**src/rtl/cct_pkg.sv**
```systemverilog
package cct_pkg;
  localparam int CW = 16;

  typedef enum logic [1:0] {
    MODE_STOP = 2'd0,
    MODE_UP   = 2'd1,
    MODE_CONT = 2'd2,
    MODE_UPDN = 2'd3
  } cct_mode_e;

  typedef struct packed {
    logic [CW-1:0] cnt;
    logic          down;
    logic          wrap;
  } cct_step_t;

  // Mask of prescaler bits that must all be 1 for a tick (divide by 2**div).
  function automatic logic [2:0] cct_div_mask(input logic [1:0] div);
    logic [3:0] m;
    m = (4'd1 << div) - 4'd1;
    return m[2:0];
  endfunction

  // One counting step: next count, next direction, and whether this step
  // lands on zero at the end of a cycle.
  function automatic cct_step_t cct_next(input logic [CW-1:0] cnt,
                                         input logic          down,
                                         input cct_mode_e     mode,
                                         input logic [CW-1:0] peak);
    cct_step_t s;
    s.cnt  = cnt;
    s.down = down;
    s.wrap = 1'b0;
    unique case (mode)
      MODE_STOP: ;
      MODE_UP: begin
        if (cnt >= peak) begin
          s.cnt  = '0;
          s.wrap = 1'b1;
        end else begin
          s.cnt = cnt + 1'b1;
        end
      end
      MODE_CONT: begin
        s.cnt  = cnt + 1'b1;
        s.wrap = (cnt == '1);
      end
      MODE_UPDN: begin
        if (!down && cnt < peak) begin
          s.cnt = cnt + 1'b1;
        end else if (cnt == '0) begin
          s.down = 1'b0;
        end else begin
          s.cnt  = cnt - 1'b1;
          s.down = (cnt != CW'(1));
          s.wrap = (cnt == CW'(1));
        end
      end
    endcase
    return s;
  endfunction
endpackage

```
**src/rtl/cct_prescaler.sv**
```systemverilog
module cct_prescaler
  import cct_pkg::*;
(
  input  logic       clk,
  input  logic       rst_n,
  input  logic       clr,
  input  logic [1:0] div,
  output logic       tick
);
  logic [2:0] pcnt;
  logic [2:0] mask;

  assign mask = cct_div_mask(div);
  assign tick = ((pcnt & mask) == mask);

  always_ff @(posedge clk) begin
    if (!rst_n)   pcnt <= '0;
    else if (clr) pcnt <= '0;
    else          pcnt <= pcnt + 3'd1;
  end

  AST_PRE_GAP: assert property (@(posedge clk) disable iff (!rst_n)
    (tick && div != 2'd0 && !clr) |=> (!tick || div != $past(div)));
endmodule

```
**src/rtl/cct_counter.sv**
```systemverilog
module cct_counter
  import cct_pkg::*;
(
  input  logic          clk,
  input  logic          rst_n,
  input  logic          tick,
  input  logic          clr,
  input  cct_mode_e     mode,
  input  logic [CW-1:0] peak,
  input  logic          cnt_we,
  input  logic [CW-1:0] wdata,
  input  logic          ovf_we,
  input  logic          ovf_wdata,
  output logic [CW-1:0] cnt,
  output logic          ovf,
  output logic          run,
  output logic          wrap_evt
);
  cct_step_t step;
  logic      down;

  assign step     = cct_next(cnt, down, mode, peak);
  assign run      = (mode != MODE_STOP);
  assign wrap_evt = tick && !clr && !cnt_we && step.wrap;

  always_ff @(posedge clk) begin
    if (!rst_n) begin
      cnt  <= '0;
      down <= 1'b0;
    end else if (clr) begin
      cnt  <= '0;
      down <= 1'b0;
    end else if (cnt_we) begin
      cnt <= wdata;
    end else if (tick) begin
      cnt  <= step.cnt;
      down <= step.down;
    end
  end

  always_ff @(posedge clk) begin
    if (!rst_n)        ovf <= 1'b0;
    else if (wrap_evt) ovf <= 1'b1;
    else if (ovf_we)   ovf <= ovf_wdata;
  end

  AST_CLR_ZERO: assert property (@(posedge clk) disable iff (!rst_n)
    clr |=> (cnt == '0));
  AST_STOP_HOLD: assert property (@(posedge clk) disable iff (!rst_n)
    (mode == MODE_STOP && !clr && !cnt_we) |=> $stable(cnt));
  AST_UP_RETURN: assert property (@(posedge clk) disable iff (!rst_n)
    (tick && mode == MODE_UP && cnt >= peak && !clr && !cnt_we) |=> (cnt == '0 && ovf));
  AST_CONT_WRAP: assert property (@(posedge clk) disable iff (!rst_n)
    (tick && mode == MODE_CONT && cnt == '1 && !clr && !cnt_we) |=> (cnt == '0 && ovf));
  AST_UPDN_FLOOR: assert property (@(posedge clk) disable iff (!rst_n)
    (tick && mode == MODE_UPDN && down && cnt == CW'(1) && !clr && !cnt_we) |=> (cnt == '0 && ovf));
endmodule

```
**src/rtl/cct_channel.sv**
```systemverilog
module cct_channel
  import cct_pkg::*;
(
  input  logic          clk,
  input  logic          rst_n,
  input  logic          run,
  input  logic          tick,
  input  logic [CW-1:0] cnt,
  input  logic          cap_in,
  input  logic          ctl_we,
  input  logic          data_we,
  input  logic          data_re,
  input  logic [CW-1:0] wdata,
  output logic [CW-1:0] ctl_rd,
  output logic [CW-1:0] ccr,
  output logic          flag,
  output logic          cout
);
  logic       cap_mode, sync_en, cov, scci, pending;
  logic [1:0] edge_sel;
  logic       s1, s2, prev_a, prev_s;
  logic       sel_in, sel_prev, rise, fall;
  logic       cap_evt, eq_evt;

  // Input conditioning: raw path and two-stage synchronised path.
  always_ff @(posedge clk) begin
    if (!rst_n) begin
      s1 <= 1'b0; s2 <= 1'b0; prev_a <= 1'b0; prev_s <= 1'b0;
    end else begin
      s1 <= cap_in; s2 <= s1; prev_a <= cap_in; prev_s <= s2;
    end
  end

  assign sel_in   = sync_en ? s2 : cap_in;
  assign sel_prev = sync_en ? prev_s : prev_a;
  assign rise     = sel_in & ~sel_prev;
  assign fall     = ~sel_in & sel_prev;
  assign cap_evt  = cap_mode && ((edge_sel[0] && rise) || (edge_sel[1] && fall));
  assign eq_evt   = !cap_mode && run && tick && (cnt == ccr);

  always_ff @(posedge clk) begin
    if (!rst_n) begin
      cap_mode <= 1'b0; edge_sel <= '0; sync_en <= 1'b0;
      flag <= 1'b0; cov <= 1'b0; scci <= 1'b0; cout <= 1'b0;
      pending <= 1'b0; ccr <= '0;
    end else begin
      if (ctl_we) begin
        cap_mode <= wdata[0];
        edge_sel <= wdata[2:1];
        sync_en  <= wdata[3];
        flag     <= wdata[4];
        cov      <= wdata[5];
        cout     <= wdata[7];
      end
      if (data_we) ccr <= wdata;
      if (data_re) pending <= 1'b0;
      if (cap_evt) begin
        ccr     <= cnt;
        flag    <= 1'b1;
        pending <= 1'b1;
        if (pending && !data_re) cov <= 1'b1;
      end
      if (eq_evt) begin
        flag <= 1'b1;
        cout <= 1'b1;
        scci <= cap_in;
      end
    end
  end

  assign ctl_rd = {8'b0, cout, scci, cov, flag, sync_en, edge_sel, cap_mode};

  AST_CAP_LOAD: assert property (@(posedge clk) disable iff (!rst_n)
    cap_evt |=> (ccr == $past(cnt) && flag));
  AST_CAP_OVERRUN: assert property (@(posedge clk) disable iff (!rst_n)
    (cap_evt && pending && !data_re) |=> cov);
  AST_EQ_SET: assert property (@(posedge clk) disable iff (!rst_n)
    eq_evt |=> (flag && cout && scci == $past(cap_in)));
endmodule

```
**src/rtl/cct_top.sv**
```systemverilog
module cct_top
  import cct_pkg::*;
#(
  parameter int NUM_CH = 3,
  parameter int ADDR_W = 4
) (
  input  logic              clk,
  input  logic              rst_n,
  input  logic              wr_en,
  input  logic              rd_en,
  input  logic [ADDR_W-1:0] addr,
  input  logic [CW-1:0]     wdata,
  output logic [CW-1:0]     rdata,
  input  logic [NUM_CH-1:0] cap_in,
  output logic              ovf_flag,
  output logic [NUM_CH-1:0] ch_flag,
  output logic [NUM_CH-1:0] ch_out
);
  localparam logic [ADDR_W-1:0] A_CTL = ADDR_W'(0);
  localparam logic [ADDR_W-1:0] A_CNT = ADDR_W'(1);

  logic          ctl_wr, clr, tick, run, wrap_evt;
  logic [1:0]    div_q;
  cct_mode_e     mode_q;
  logic [CW-1:0] cnt;
  logic [CW-1:0] ch_ctl [NUM_CH];
  logic [CW-1:0] ch_ccr [NUM_CH];

  assign ctl_wr = wr_en && (addr == A_CTL);
  assign clr    = ctl_wr && wdata[4];

  always_ff @(posedge clk) begin
    if (!rst_n) begin
      div_q  <= '0;
      mode_q <= MODE_STOP;
    end else if (ctl_wr) begin
      div_q  <= wdata[1:0];
      mode_q <= cct_mode_e'(wdata[3:2]);
    end
  end

  cct_prescaler u_pre (
    .clk(clk), .rst_n(rst_n), .clr(clr), .div(div_q), .tick(tick)
  );

  cct_counter u_cnt (
    .clk(clk), .rst_n(rst_n), .tick(tick), .clr(clr), .mode(mode_q),
    .peak(ch_ccr[0]), .cnt_we(wr_en && addr == A_CNT), .wdata(wdata),
    .ovf_we(ctl_wr), .ovf_wdata(wdata[5]), .cnt(cnt), .ovf(ovf_flag),
    .run(run), .wrap_evt(wrap_evt)
  );

  for (genvar i = 0; i < NUM_CH; i++) begin : g_ch
    localparam logic [ADDR_W-1:0] A_CCTL = ADDR_W'(2 + 2*i);
    localparam logic [ADDR_W-1:0] A_CDAT = ADDR_W'(3 + 2*i);
    cct_channel u_ch (
      .clk(clk), .rst_n(rst_n), .run(run), .tick(tick), .cnt(cnt),
      .cap_in(cap_in[i]),
      .ctl_we(wr_en && addr == A_CCTL),
      .data_we(wr_en && addr == A_CDAT),
      .data_re(rd_en && addr == A_CDAT),
      .wdata(wdata), .ctl_rd(ch_ctl[i]), .ccr(ch_ccr[i]),
      .flag(ch_flag[i]), .cout(ch_out[i])
    );
  end

  always_comb begin
    rdata = '0;
    if (addr == A_CTL) rdata = {10'b0, ovf_flag, 1'b0, mode_q, div_q};
    if (addr == A_CNT) rdata = cnt;
    for (int i = 0; i < NUM_CH; i++) begin
      if (addr == ADDR_W'(2 + 2*i)) rdata = ch_ctl[i];
      if (addr == ADDR_W'(3 + 2*i)) rdata = ch_ccr[i];
    end
  end

  AST_WRAP_FLAG: assert property (@(posedge clk) disable iff (!rst_n)
    wrap_evt |=> ovf_flag);
  AST_CLR_RDBACK: assert property (@(posedge clk) disable iff (!rst_n)
    clr |=> (cnt == '0 && !rdata[4] || addr != A_CTL));
endmodule

```
**config.mk**
```make
export PLATFORM = sky130hd
export DESIGN_NAME = cct_top
export DESIGN_NICKNAME = d
export VERILOG_FILES = /design/src/rtl/cct_pkg.sv /design/src/rtl/cct_prescaler.sv /design/src/rtl/cct_counter.sv /design/src/rtl/cct_channel.sv /design/src/rtl/cct_top.sv
export SDC_FILE = /design/constraint.sdc
export NUM_CORES = 1
export LEC_CHECK = 0
export BUFFER_PORTS_ARGS = -buffer_cell sky130_fd_sc_hd__buf_2
export CORE_MARGIN = 10
export CORE_UTILIZATION = 50
export DETAILED_ROUTE_END_ITERATION = 16
export MAX_ROUTING_LAYER = met4
export PLACE_DENSITY = 0.76
export SYNTH_ARGS = -nofsm -noshare
export SYNTH_HDL_FRONTEND = slang
export SYNTH_SLANG_ARGS = --single-unit
```
**constraint.sdc**
```tcl
create_clock -name clk -period 5.2 [get_ports clk]
set_input_delay 1.04 -clock clk [delete_from_list [all_inputs] [get_ports clk]]
set_output_delay 1.04 -clock clk [all_outputs]
set_load 0.005 [all_outputs]
```
==> impl_metrics.yaml <==
clocking:
  cts_tree: "done"
  cts-root-buf: "clkbuf_16"
  tritoncts_num_sinks: 109
  cts_resized: 0
  tritoncts.num_buffers: 9
  clk_latency_ns: 0.36
  ctsLongestPathBuffers: 2
  cts_hold_buffers: 0
  cts_max_level: 3
  path_clk_slew_ns: 0.07
  cts_setup_buffers: 0
synth:
  syn_avg_cell_area_um2: 7.68
  yosysMostFrequentCell: "nor2_1"
  post_synth_main_area_contributors: "dfxtp_1 31%, mux2i_1 6.7%, a311oi_1 6.0%"
  synth.ff_latch_count: 109
  synth.top_cell.area_share: 0.309
  netlist_area_um2: 7060
  synth.yosys.warnings: 0
  syn_nets: 972
  synth.yosys.seq_area_share: 0.309
  synth.distinct_cells: 65
  largest_area_contributor_in_the_netlist: "dfxtp_1"
  yosys_most_used_dff: "dfxtp_1"
  post_synthesis_cells: 920
  synth_enable_flop_cells: 0
  synth.top_cells.by_count: "110 x nor2_1, 109 x dfxtp_1, 107 x nand2_1, 69 x clkbuf_1, 69 x nand3_1"
  synth-async-reset-ratio: 0
drt:
  drt.antenna.violating_nets: 0
  drt_first_iter_violations: 903
  number_of_vias_after_detailed_routing: 7157
  drt_wl_cell_um: 20.2
  post_drt_via_cell_ratio: 6.55
  postRouteWirelength_mm: 22.1
  drc_viols: 0
  detailedRoute.firstPassIterationCount: 6
sta:
  finalHoldViolations: 0
  timing.final.crit_period_ns: 3.89
  clock-skew-final_ns: 0.00849
  drv_slew: 0
  relSlewSlack: 0.198
  setup_violations: 0
  setup_repair_after_global_routing_missed_its_margin: "no"
  worst_pin_slew_ns: 1.20
  final_min_period_over_clock_period: 0.749
  totalNegativeSetupSlack_ns: 0
  max_freq_mhz: 257
floorplan:
  fp.coreArea_um2: 13900
  ioPinCount: 50
  total_die_area_um2: 19300
  die_w_um: 139
  floorplan.rows: 43
  die_height_um: 139
  effective_utilization_at_floorplan: 0.509
worst_setup_path:
  required_ns: 4.16
  type_of_origin_of_the_critical_path: "input pin"
  setup.worst_path.class: "input pin to primary output"
  crit_path_top_delay_cell: "and2_1"
  crit_path_start: "addr[0]"
  worstReg2RegStart: "u_cnt.cnt[0]"
  bufs_and_invs_on_worst_path: 2
  critPathTopFamily: "simple AND/OR/NAND/NOR gates"
  critical_path.max_fanout: 21
  slowest_delay_ns: 0.60
  path_common_cell: "buf_2"
  worstPathCellList: "buf_2 > nor2b_1 > and2_1 > a222oi_1 > o21ai_0 > buf_2"
  crit_arrival_ns: 2.85
  cp-end-kind: "primary output"
power_and_ir_drop:
  total_switching_power_mw: 0.512
  share_of_power_burned_in_the_clock_network: 0.414
  seqPwrFrac: 0.461
  internal_power_mw: 1.37
  totalPowerFinal_mw: 1.88
  power.share.combinational: 0.126
  leakage_dissipation_nw: 2.93
  pwr_density_cell_nw_per_um2: 247
  switching_share_of_power: 0.272
  ir_worst_vdd_v: 0.000150
run_status:
  run_status: "completed"
global_routing:
  global_route_usage_over_all_layers: 0.224
  number_of_antenna_violations_at_the_first_check_in_global_routing: 0
  grt_max_degree: 81
  grt_pass1_vias: 6554
  wire_length_of_the_first_global_routing_pass_mm: 35.1
  gr_ovfl_total: 0
final_layout:
  layout.filler_cells: 1301
  antennaDiodeCount: 0
  sequential_cell_area_um2: 2180
  flow.area_growth_from_synthesis_pct: 7.97
  multi_input_area_um2: 4430
  nets: 959
  final_layout_size_suffix_gt1_frac: 0.104
  layout.cells.non_filler: 1092
run:
  drv.max_cap_violation_count: 0
placed_design:
  place_congestion: 0.963
  numPlacedInstances: 1076
  post-dp-hpwl_mm: 15.1
  port_buffers: 49
worst_hold_path:
  worst_hold_startpoint: "g_ch[0].u_ch.s1"
  hold_path.class: "flip-flop to flip-flop"
## registers in the layout, summed over array words and instances (netlist names)
signal              flops
g_ch.u_ch.ccr          48
u_cnt.cnt              16
g_ch.u_ch.edge_sel      6
g_ch.u_ch.cap_mode      3
g_ch.u_ch.cout          3
g_ch.u_ch.cov           3
g_ch.u_ch.flag          3
g_ch.u_ch.pending       3
g_ch.u_ch.prev_s        3
g_ch.u_ch.s1            3
g_ch.u_ch.s2            3
g_ch.u_ch.scci          3
g_ch.u_ch.sync_en       3
u_pre.pcnt              3
div_q                   2
mode_q                  2
u_cnt.down              1
u_cnt.ovf               1
## logic make-up after synthesis
| logic type | count (synthesis) | synth area share |
|---|---|---|
| xor+xnor | 45 | 0.0558 |
| fa+ha+maj | 25 | 0.0443 |
| buf+inv | 115 | 0.0664 |
| simple gates | 371 | 0.241 |
| mux | 51 | 0.0746 |
| flops | 109 | 0.309 |
| compound gates | 204 | 0.209 |
## through the flow
| step | setup WS, ns | utilization | hold WS [ns] | instance area [um^2] |
|---|---|---|---|---|
| 6_report | 1.31 | 0.549 | 0.456 | 7630 |
| 4_1_cts | 1.33 | 0.549 | 0.456 | 7630 |
| 3_5_place_dp | 1.34 | 0.525 | 0.438 | 7290 |
| 3_3_place_gp | 1.38 | 0.525 | 0.436 | 7290 |
| 2_1_floorplan | 1.59 | - | 0.427 | 7060 |
| 5_1_grt | 1.14 | 0.549 | 0.465 | 7630 |
## metal layers
layer  up-vias  global-route usage  wire length [um]
li1       3307                   -                 -
met2       438               0.350             10200
met3        65              0.0277              1990
met1      3347               0.282              9150
met5         -                   -                 0
met4         0               0.105               710
## power groups by stage
stage,clock [mW],sequential (mW),combinational (mW)
floorplan,0,0.878,0.168
global placement,0,0.887,0.227
detailed placement,0,0.887,0.228
CTS,0.780,0.867,0.230
global route,0.808,0.870,0.255
finish,0.779,0.868,0.237
## placed cells by master, fill, tap and decap left out, types with 15 or more instances in the layout
master,synthesis,layout
dfxtp_1,109,109
nand2_1,107,107
o21ai_0,30,30
xnor2_1,40,40
a21oi_1,30,30
mux2i_1,47,47
a22oi_1,23,23
ha_1,25,25
nor2_1,110,109
buf_2,3,49
a311oi_1,48,48
buf_4,7,15
nor3_1,16,15
inv_1,26,26
nand3_1,69,69
## path summary, 6_finish.rpt
path                                   endpoint  slack (ns)  cells after the start
worst max-delay path                   rdata[2]        1.31                      6
worst min-delay path            g_ch[0].u_ch.s2        0.46                      1
worst max register to register     u_cnt.cnt[9]        1.62                      9
worst min register to register  g_ch[0].u_ch.s2        0.46                      1
## final cells by class
cell class | count | area share
Tap cell | 180 | 0.0295
Timing Repair Buffer | 64 | 0.0469
Inverter | 27 | 0.0133
Sequential cell | 109 | 0.286
Multi-Input combinational cell | 696 | 0.580
Clock inverter | 6 | 0.0123
Clock buffer | 10 | 0.0313
No activity file was read; power rests on OpenSTA's default activity.
